## src/rtl/wdog_warn_pkg.sv

```systemverilog
package wdog_warn_pkg;
    localparam int REG_KICK = 0;
    localparam int REG_WARN = 1;
    localparam int REG_STAT = 2;
    localparam logic [7:0] KICK_KEY = 8'hFF;

    typedef struct packed {
        logic kick;
        logic warn_clr;
        logic stat_clr;
    } wd_strobe_t;
endpackage

```

## src/rtl/wdog_regdec.sv

```systemverilog
module wdog_regdec
    import wdog_warn_pkg::*;
#(
    parameter int ADDR_W = 2
) (
    input  logic              wr_en_i,
    input  logic              wr_byte_i,
    input  logic [ADDR_W-1:0] wr_addr_i,
    input  logic [7:0]        wr_data_i,
    output wd_strobe_t        strobe_o
);
    localparam logic [ADDR_W-1:0] A_KICK = ADDR_W'(REG_KICK);
    localparam logic [ADDR_W-1:0] A_WARN = ADDR_W'(REG_WARN);
    localparam logic [ADDR_W-1:0] A_STAT = ADDR_W'(REG_STAT);

    always_comb begin
        strobe_o          = '0;
        // restart only on a byte access carrying the key
        strobe_o.kick     = wr_en_i && wr_byte_i && (wr_addr_i == A_KICK)
                            && (wr_data_i == KICK_KEY);
        strobe_o.warn_clr = wr_en_i && (wr_addr_i == A_WARN) && !wr_data_i[0];
        strobe_o.stat_clr = wr_en_i && (wr_addr_i == A_STAT) && !wr_data_i[0];
    end
endmodule

```

## src/rtl/wdog_counter.sv

```systemverilog
module wdog_counter
    import wdog_warn_pkg::*;
#(
    parameter int TIMEOUT = 200,
    parameter int LEAD    = 20
) (
    input  logic       clk,
    input  logic       rst_n,
    input  wd_strobe_t strobe_i,
    input  logic       wake_i,
    output logic       req_o,
    output logic       warn_o
);
    localparam int CNT_W   = $clog2(TIMEOUT);
    localparam int WARN_AT = TIMEOUT - LEAD;
    localparam logic [CNT_W-1:0] TOP      = CNT_W'(TIMEOUT - 1);
    localparam logic [CNT_W-1:0] WARN_PRE = CNT_W'(WARN_AT - 1);

    typedef struct packed {
        logic [CNT_W-1:0] cnt;
        logic             warn;
        logic             req;
        logic             wake;
    } cnt_state_t;

    cnt_state_t st_d, st_q;
    logic       wake_fall;

    always_comb begin
        st_d      = st_q;
        st_d.req  = 1'b0;
        st_d.wake = wake_i;
        wake_fall = st_q.wake && !wake_i;
        if (strobe_i.kick) begin
            st_d.cnt = '0;
        end else if (st_q.cnt == TOP) begin
            st_d.cnt = '0;
            st_d.req = 1'b1;
        end else begin
            st_d.cnt = st_q.cnt + 1'b1;
        end
        if (!strobe_i.kick && st_q.cnt == WARN_PRE) begin
            st_d.warn = 1'b1;
        end
        if (strobe_i.kick || strobe_i.warn_clr || wake_fall) begin
            st_d.warn = 1'b0;
        end
    end

    always_ff @(posedge clk or negedge rst_n) begin
        if (!rst_n) st_q <= '0;
        else        st_q <= st_d;
    end

    assign req_o  = st_q.req;
    assign warn_o = st_q.warn;

    assert_req_single_R2: assert property (@(posedge clk) disable iff (!rst_n)
        st_q.req |=> !st_q.req);
    assert_wrap_R2: assert property (@(posedge clk) disable iff (!rst_n)
        (st_q.cnt == TOP && !strobe_i.kick) |=> (st_q.req && st_q.cnt == '0));
    assert_warn_set_R3: assert property (@(posedge clk) disable iff (!rst_n)
        (st_q.cnt == WARN_PRE && !strobe_i.kick && !strobe_i.warn_clr && !wake_fall)
        |=> st_q.warn);
    assert_kick_R4: assert property (@(posedge clk) disable iff (!rst_n)
        strobe_i.kick |=> (st_q.cnt == '0 && !st_q.warn && !st_q.req));
    assert_wake_clr_R7: assert property (@(posedge clk) disable iff (!rst_n)
        (st_q.wake && !wake_i) |=> !st_q.warn);
endmodule

```

## src/rtl/wdog_sticky.sv

```systemverilog
module wdog_sticky
    import wdog_warn_pkg::*;
(
    input  logic       clk,
    input  logic       aon_rst_n,
    input  logic       rst_pin_i,
    input  logic       ovf_i,
    input  wd_strobe_t strobe_i,
    output logic       stat_o
);
    logic stat_d, stat_q;

    always_comb begin
        stat_d = stat_q;
        if (strobe_i.stat_clr) stat_d = 1'b0;
        if (ovf_i)             stat_d = 1'b1;
        if (rst_pin_i)         stat_d = 1'b0;
    end

    always_ff @(posedge clk or negedge aon_rst_n) begin
        if (!aon_rst_n) stat_q <= 1'b0;
        else            stat_q <= stat_d;
    end

    assign stat_o = stat_q;

    assert_stat_set_R8: assert property (@(posedge clk) disable iff (!aon_rst_n)
        (ovf_i && !rst_pin_i) |=> stat_q);
    assert_stat_pin_R10: assert property (@(posedge clk) disable iff (!aon_rst_n)
        rst_pin_i |=> !stat_q);
    assert_stat_fw_R9: assert property (@(posedge clk) disable iff (!aon_rst_n)
        (strobe_i.stat_clr && !ovf_i) |=> !stat_q);
endmodule

```

## src/rtl/wdog_warn_top.sv

```systemverilog
module wdog_warn_top
    import wdog_warn_pkg::*;
#(
    parameter int TIMEOUT = 200,
    parameter int LEAD    = 20,
    parameter int ADDR_W  = 2
) (
    input  logic              clk,
    input  logic              rst_n,
    input  logic              aon_rst_n,
    input  logic              rst_pin,
    input  logic              wr_en,
    input  logic              wr_byte,
    input  logic [ADDR_W-1:0] wr_addr,
    input  logic [7:0]        wr_data,
    input  logic              wake,
    output logic              reset_req,
    output logic              warn_flag,
    output logic              ovf_status
);
    wd_strobe_t strobe;

    initial begin
        assert (LEAD >= 1 && LEAD < TIMEOUT && TIMEOUT >= 2)
            else $error("wdog_warn_top: LEAD must lie in 1..TIMEOUT-1");
    end

    wdog_regdec #(.ADDR_W(ADDR_W)) u_dec (
        .wr_en_i  (wr_en),
        .wr_byte_i(wr_byte),
        .wr_addr_i(wr_addr),
        .wr_data_i(wr_data),
        .strobe_o (strobe)
    );

    wdog_counter #(.TIMEOUT(TIMEOUT), .LEAD(LEAD)) u_cnt (
        .clk     (clk),
        .rst_n   (rst_n),
        .strobe_i(strobe),
        .wake_i  (wake),
        .req_o   (reset_req),
        .warn_o  (warn_flag)
    );

    wdog_sticky u_stat (
        .clk      (clk),
        .aon_rst_n(aon_rst_n),
        .rst_pin_i(rst_pin),
        .ovf_i    (reset_req),
        .strobe_i (strobe),
        .stat_o   (ovf_status)
    );
endmodule

```

## config.mk

```make
export PLATFORM = sky130hd
export DESIGN_NAME = wdog_warn_top
export DESIGN_NICKNAME = d
export VERILOG_FILES = /design/src/rtl/wdog_warn_pkg.sv /design/src/rtl/wdog_regdec.sv /design/src/rtl/wdog_counter.sv /design/src/rtl/wdog_sticky.sv /design/src/rtl/wdog_warn_top.sv
export SDC_FILE = /design/constraint.sdc
export NUM_CORES = 1
export LEC_CHECK = 0
export ABC_AREA = 1
export BUFFER_PORTS_ARGS = -buffer_cell sky130_fd_sc_hd__buf_2
export CORE_UTILIZATION = 50
export CTS_BUF_LIST = sky130_fd_sc_hd__clkbuf_8
export DETAILED_ROUTE_END_ITERATION = 10
export HOLD_SLACK_MARGIN = 0.08
export PLACE_DENSITY_LB_ADDON = 0.05
export SYNTH_ARGS = -nofsm -noshare
export SYNTH_HDL_FRONTEND = slang
export SYNTH_HIERARCHICAL = 1
export SYNTH_SLANG_ARGS = --single-unit
```

## constraint.sdc

```tcl
create_clock -name clk -period 1.7 [get_ports clk]
set_input_delay 0.085 -clock clk [delete_from_list [all_inputs] [get_ports clk]]
set_output_delay 0.085 -clock clk [all_outputs]
set_load 0.02 [all_outputs]
```

# Word level (Yosys, flattened, before mapping)
# Cells that the tools add are included.
# W data, S select, Z words.
[totals] regBits=12 latchBits=0 mem_bits_rw=0 mem_bits_ro=0 in_bits=17 out_inout_bits=3 elab_cells=37 memories=0
[classes] add_sub_neg=1 multipliers=0 n_div=0 order_cmp=0 n_eq_ne=5 shift=0 n_mux=9 n_bitwise=0 reduce_logical=17
[op_table] op="$eq A8 B8 Y1 const B" count=3
[op_table] op="$mux W8" count=2
[op_table] op="$logic_and A1 B1 Y1" count=9
[op_table] op="$add A8 B1 Y8 const B" count=1
[op_table] op="$mux W1" count=7
[op_table] op="$logic_not A1 Y1" count=3
[op_table] op="$reduce_bool A3 Y1" count=1
[op_table] op="$eq A2 B1 Y1 const B" count=1
[op_table] op="$eq A2 B2 Y1 const B" count=1
[op_table] op="$logic_not A2 Y1" count=1
[op_table] op="$logic_or A1 B1 Y1" count=2
[op_table] op="$reduce_bool A2 Y1" count=1

# Longest topological paths before layout
[depth] word_depth=7 mapped_depth=8 ltp_nobuf=8

# Modules after synthesis
# The synthesis kept the hierarchy.
[by_module_without_submodules] module="wdog_counter" n_inst=1 cells_each=67 area_each_um2=554.3 seq_area_each_um2=275.3
[by_module_without_submodules] module="wdog_regdec" n_inst=1 cells_each=15 area_each_um2=66.3 seq_area_each_um2=0.0
[by_module_without_submodules] module="wdog_sticky" n_inst=1 cells_each=5 area_each_um2=45.0 seq_area_each_um2=25.0

# Least setup slack after synthesis
# No wires, ideal clock.
[synth_path] path_type="register to register" start="reg u_cnt/st_q[3] (netlist name)" end="reg u_cnt/st_q[3] (netlist name)" setup_time_ns=0.122 t_arrival_ns=0.942 required_time_ns=1.578 slack_ns=0.636 stages_incl_launch_ff=7 path_buffers=0 period_less_slack_ns=1.064 path_cell_list="dfrtp_1 -> ha_1 -> nand2_1 -> nor2_1 -> nand2_2 -> nand2_2 -> nor2_1"
[synth_rtl] element="from (decl)" line="wdog_counter.sv:26" text="cnt_state_t st_d, st_q;"
[synth_rtl] element="from (signal assigned)" line="wdog_counter.sv:52" text="else st_q <= st_d;"

==> flow_summary_export.csv <==
group,metric,value,unit
outcome,status,"completed",
global_route,grt_use_total,24.2,%
place,io_buffers,19,
clock_tree,post_cts_buffers,0,
floorplan,die_h,38.5,um
synthesis,syn_avg_cell_area,7.65,um^2
timing,rsz0062_at_grt,"no",
place,place_area,767,um^2
power_and_ir_drop,p_per_area,1160,mW/mm^2
route,drtIter0Drc,15,
synthesis,seq_area_frac_synth,45.1,%
route,postRouteAntennaNets,0,
min_path,hp-class,"in -> async",
clock_tree,root_buffer,"clkbuf_8",
synthesis,yosysWarnings,6,
worst_setup_path,cp-start-kind,"flip-flop",
global_route,met3_usage,10.5,%
clock_tree,tritoncts,"yes",
timing,finalHoldViolations,0,
timing,drv_slew,0,
worst_setup_path,cp.required,1.82,ns
global_route,grt_pass1_vias,574,
global_route,use_met1,26.6,%
route,drt-total-wl,1.35,mm
route,wire_per_inst,10.7,um
global_route,grt_pass1_wl,2.28,mm
place,gp_congestion,0.826,
route,dr.pass1.iters,4,
route,drt_drc_violations_left,0,
synthesis,synth_cell_types,19,
timing,tightest_slew,0.255,ns
power_and_ir_drop,power_leakage,0.445,nW
synthesis,yosys_register_bits,12,
floorplan,fp.dieW,38.5,um
final_layout,multi_input_comb_area,302,um^2
final_layout,fin_area,848,um^2
route,via_count,624,
final_layout,diodes,0,
worst_setup_path,critical_path.max_fanout,5,
global_route,antenna_found_initial,0,
final_layout,n_fill_cell,103,
synthesis,synth_area,666,um^2
worst_setup_path,critPathKind,"reg -> reg",
timing,min_period_over_period,71.1,%
worst_setup_path,r2r_start,"u_cnt/st_q[3]",
worst_setup_path,endpoint_kind,"flip-flop",
final_layout,seq_area,300,um^2
floorplan,dieArea,0.00148,mm^2
synthesis,synthMuxAreaShare,0,%
place,place_ws,0.508,ns
clock_tree,cts_sinks,12,
synthesis,synth_adder_area_share,3.76,%
synthesis,synthFlopType,"dfrtp_1",
worst_setup_path,arrival,1.33,ns
clock_tree,clock_latency,0.24,ns
clock_tree,htree_levels,1,
synthesis,synth.cells.most_frequent,"18 x nand2_1, 13 x nor2_1, 12 x dfrtp_1, 12 x inv_1",
timing,final.min_clock_period,1.21,ns
clock_tree,clk_path_buf_depth,2,
clock_tree,cts.clk_slew.worst_paths,0.05,ns
final_layout,area_delta_synth_final,27.4,%
floorplan,pin_count,20,
timing,final.setup.tns,0,ns
synthesis,yosysMostFrequentCell,"nand2_1",
global_route,gr-usage-met2,37.5,%
floorplan,placementRows,12,
synthesis,yosysTopAreaCell,"dfrtp_1",
floorplan,initial_core_util,56.8,%
worst_setup_path,r2r_cells,6,
global_route,grt_overflow_total,0,
timing,fmax,827,MHz
synthesis,netlist.area_leader.share,45.1,%
synthesis,synth_fp_nets,106,
synthesis,synth_compound_area_share,8.46,%
flow_run,maxCapViolCount,0,
global_route,busiest_layer,"met2",
final_layout,final_net_count,133,
place,dp_hpwl,1.05,mm
timing,fin_ws,0.491,ns
timing,slew_headroom,83.0,%
synthesis,syn_inst,87,
global_route,grt_max_degree,12,
route,via_per_inst,4.95,
synthesis,synthTopCellsByArea,"dfrtp_1 45%, nand2_1 10%, nor2_1 7.3%, inv_1 6.8%, ha_1 3.8%",
worst_setup_path,rr_endpoint,"u_cnt/st_q[3]",
synthesis,async_flop_share,100,%
floorplan,coreArea,0.00117,mm^2
synthesis,synth_edf_count,0,
power_and_ir_drop,peakVddDrop,0.000615,V
timing,skew,0.00170,ns
synthesis,synth-simple-area-share,33.1,%
worst_setup_path,r2r_setup_slack,0.49,ns
synthesis,synth_top_family_by_area,"simple AND/OR/NAND/NOR gates",
final_layout,drive_gt1_share,28.6,%
timing,finalSetupViolations,0,
clock_tree,cts_made_buffers,3,
synthesis,synthXorXnorAreaFrac,0,%
==> where the power goes <==
| group | internal [mW] | total (mW) | switching, mW | leakage, nW |
|---|---|---|---|---|
| clock | 0.155 | 0.251 | 0.0959 | 0.0216 |
| combinational | 0.119 | 0.276 | 0.157 | 0.278 |
| sequential | 0.363 | 0.459 | 0.0962 | 0.146 |
| total | 0.637 | 0.986 | 0.349 | 0.445 |
==> worst max path at each step <==
stage / startpoint / slack [ns] / cells past startpoint / endpoint
after CTS: u_cnt/st_q[3] / 0.49 / 6 / u_cnt/st_q[3]
final: u_cnt/st_q[3] / 0.49 / 6 / u_cnt/st_q[3]
after global routing: u_cnt/st_q[3] / 0.36 / 6 / u_cnt/st_q[3]
after global placement: u_cnt/st_q[3] / 0.57 / 6 / u_cnt/st_q[3]
after detailed placement: u_cnt/st_q[3] / 0.51 / 6 / u_cnt/st_q[3]
after floorplan: u_cnt/st_q[3] / 0.64 / 6 / u_cnt/st_q[3]
==> kinds of logic (layout without fill, tap and decap cells) <==
kind of cell / after synthesis / after routing
AO/OA/AOI/OAI: 10 / 10
adder cells (fa/ha/maj): 2 / 2
buffers and inverters: 15 / 40
flip-flops: 12 / 12
AND/OR/NAND/NOR: 48 / 48
==> sequential cells by signal, indices dropped and copies added, names as in the netlist <==
name / cells
u_cnt/st_q: 9
u_cnt/req_o: 1
u_cnt/warn_o: 1
u_stat/stat_o: 1
==> cells in the final DEF, fill, tap and decap left out <==
master | Yosys | final
dlygate4sd3_1 | 0 | 4
inv_2 | 2 | 2
nand2_2 | 4 | 4
nor2_1 | 13 | 13
o21bai_1 | 1 | 1
nor2_4 | 1 | 1
nor2_2 | 2 | 2
o21ai_0 | 2 | 2
nand3_1 | 4 | 4
inv_1 | 12 | 12
clkbuf_8 | 0 | 3
ha_1 | 2 | 2
o21ai_1 | 3 | 3
nor3b_1 | 1 | 1
a21oi_2 | 1 | 1
nand2_1 | 18 | 18
nand4_1 | 2 | 2
nor3_1 | 3 | 3
buf_2 | 0 | 19
a21oi_1 | 3 | 3
dfrtp_1 | 12 | 12
==> critical path: stages (launching register included) <==
cell     delay (ns)
dfrtp_1        0.41
ha_1           0.23
nand2_1        0.08
nor2_1         0.14
nand2_2        0.09
nand2_2        0.10
nor2_1         0.05
==> through the flow <==
stage	std cells	power (mW)	hold slack, ns	utilization [%]
2_1_floorplan	87	0.672	-0.211	-
3_3_place_gp	119	0.720	-0.140	65.5
3_5_place_dp	119	0.732	-0.133	65.5
4_1_cts	126	0.999	0.145	72.4
5_1_grt	126	1.06	0.166	72.4
6_report	126	0.986	0.165	72.4
==> timing repair <==
action	CTS	global route
hold buffers	4	0
gates resized for setup	0	0
endpoints found under the hold margin	14	0
==> cell type report <==
class	count	area share [%]
multi-input combinational	60	35.5
inverter	14	6.19
clock buffer	3	4.87
sequential	12	35.4
tap	14	2.06
timing repair buffer	23	15.9
==> per-layer routing <==
layer / vias up / share of wire (%)
met2: 22 / 47
met4: 0 / 2.6
li1: 325 / -
met1: 273 / 44
met3: 4 / 6.7
met5: - / 0
Note: power is estimated with default switching activity, not from simulation.
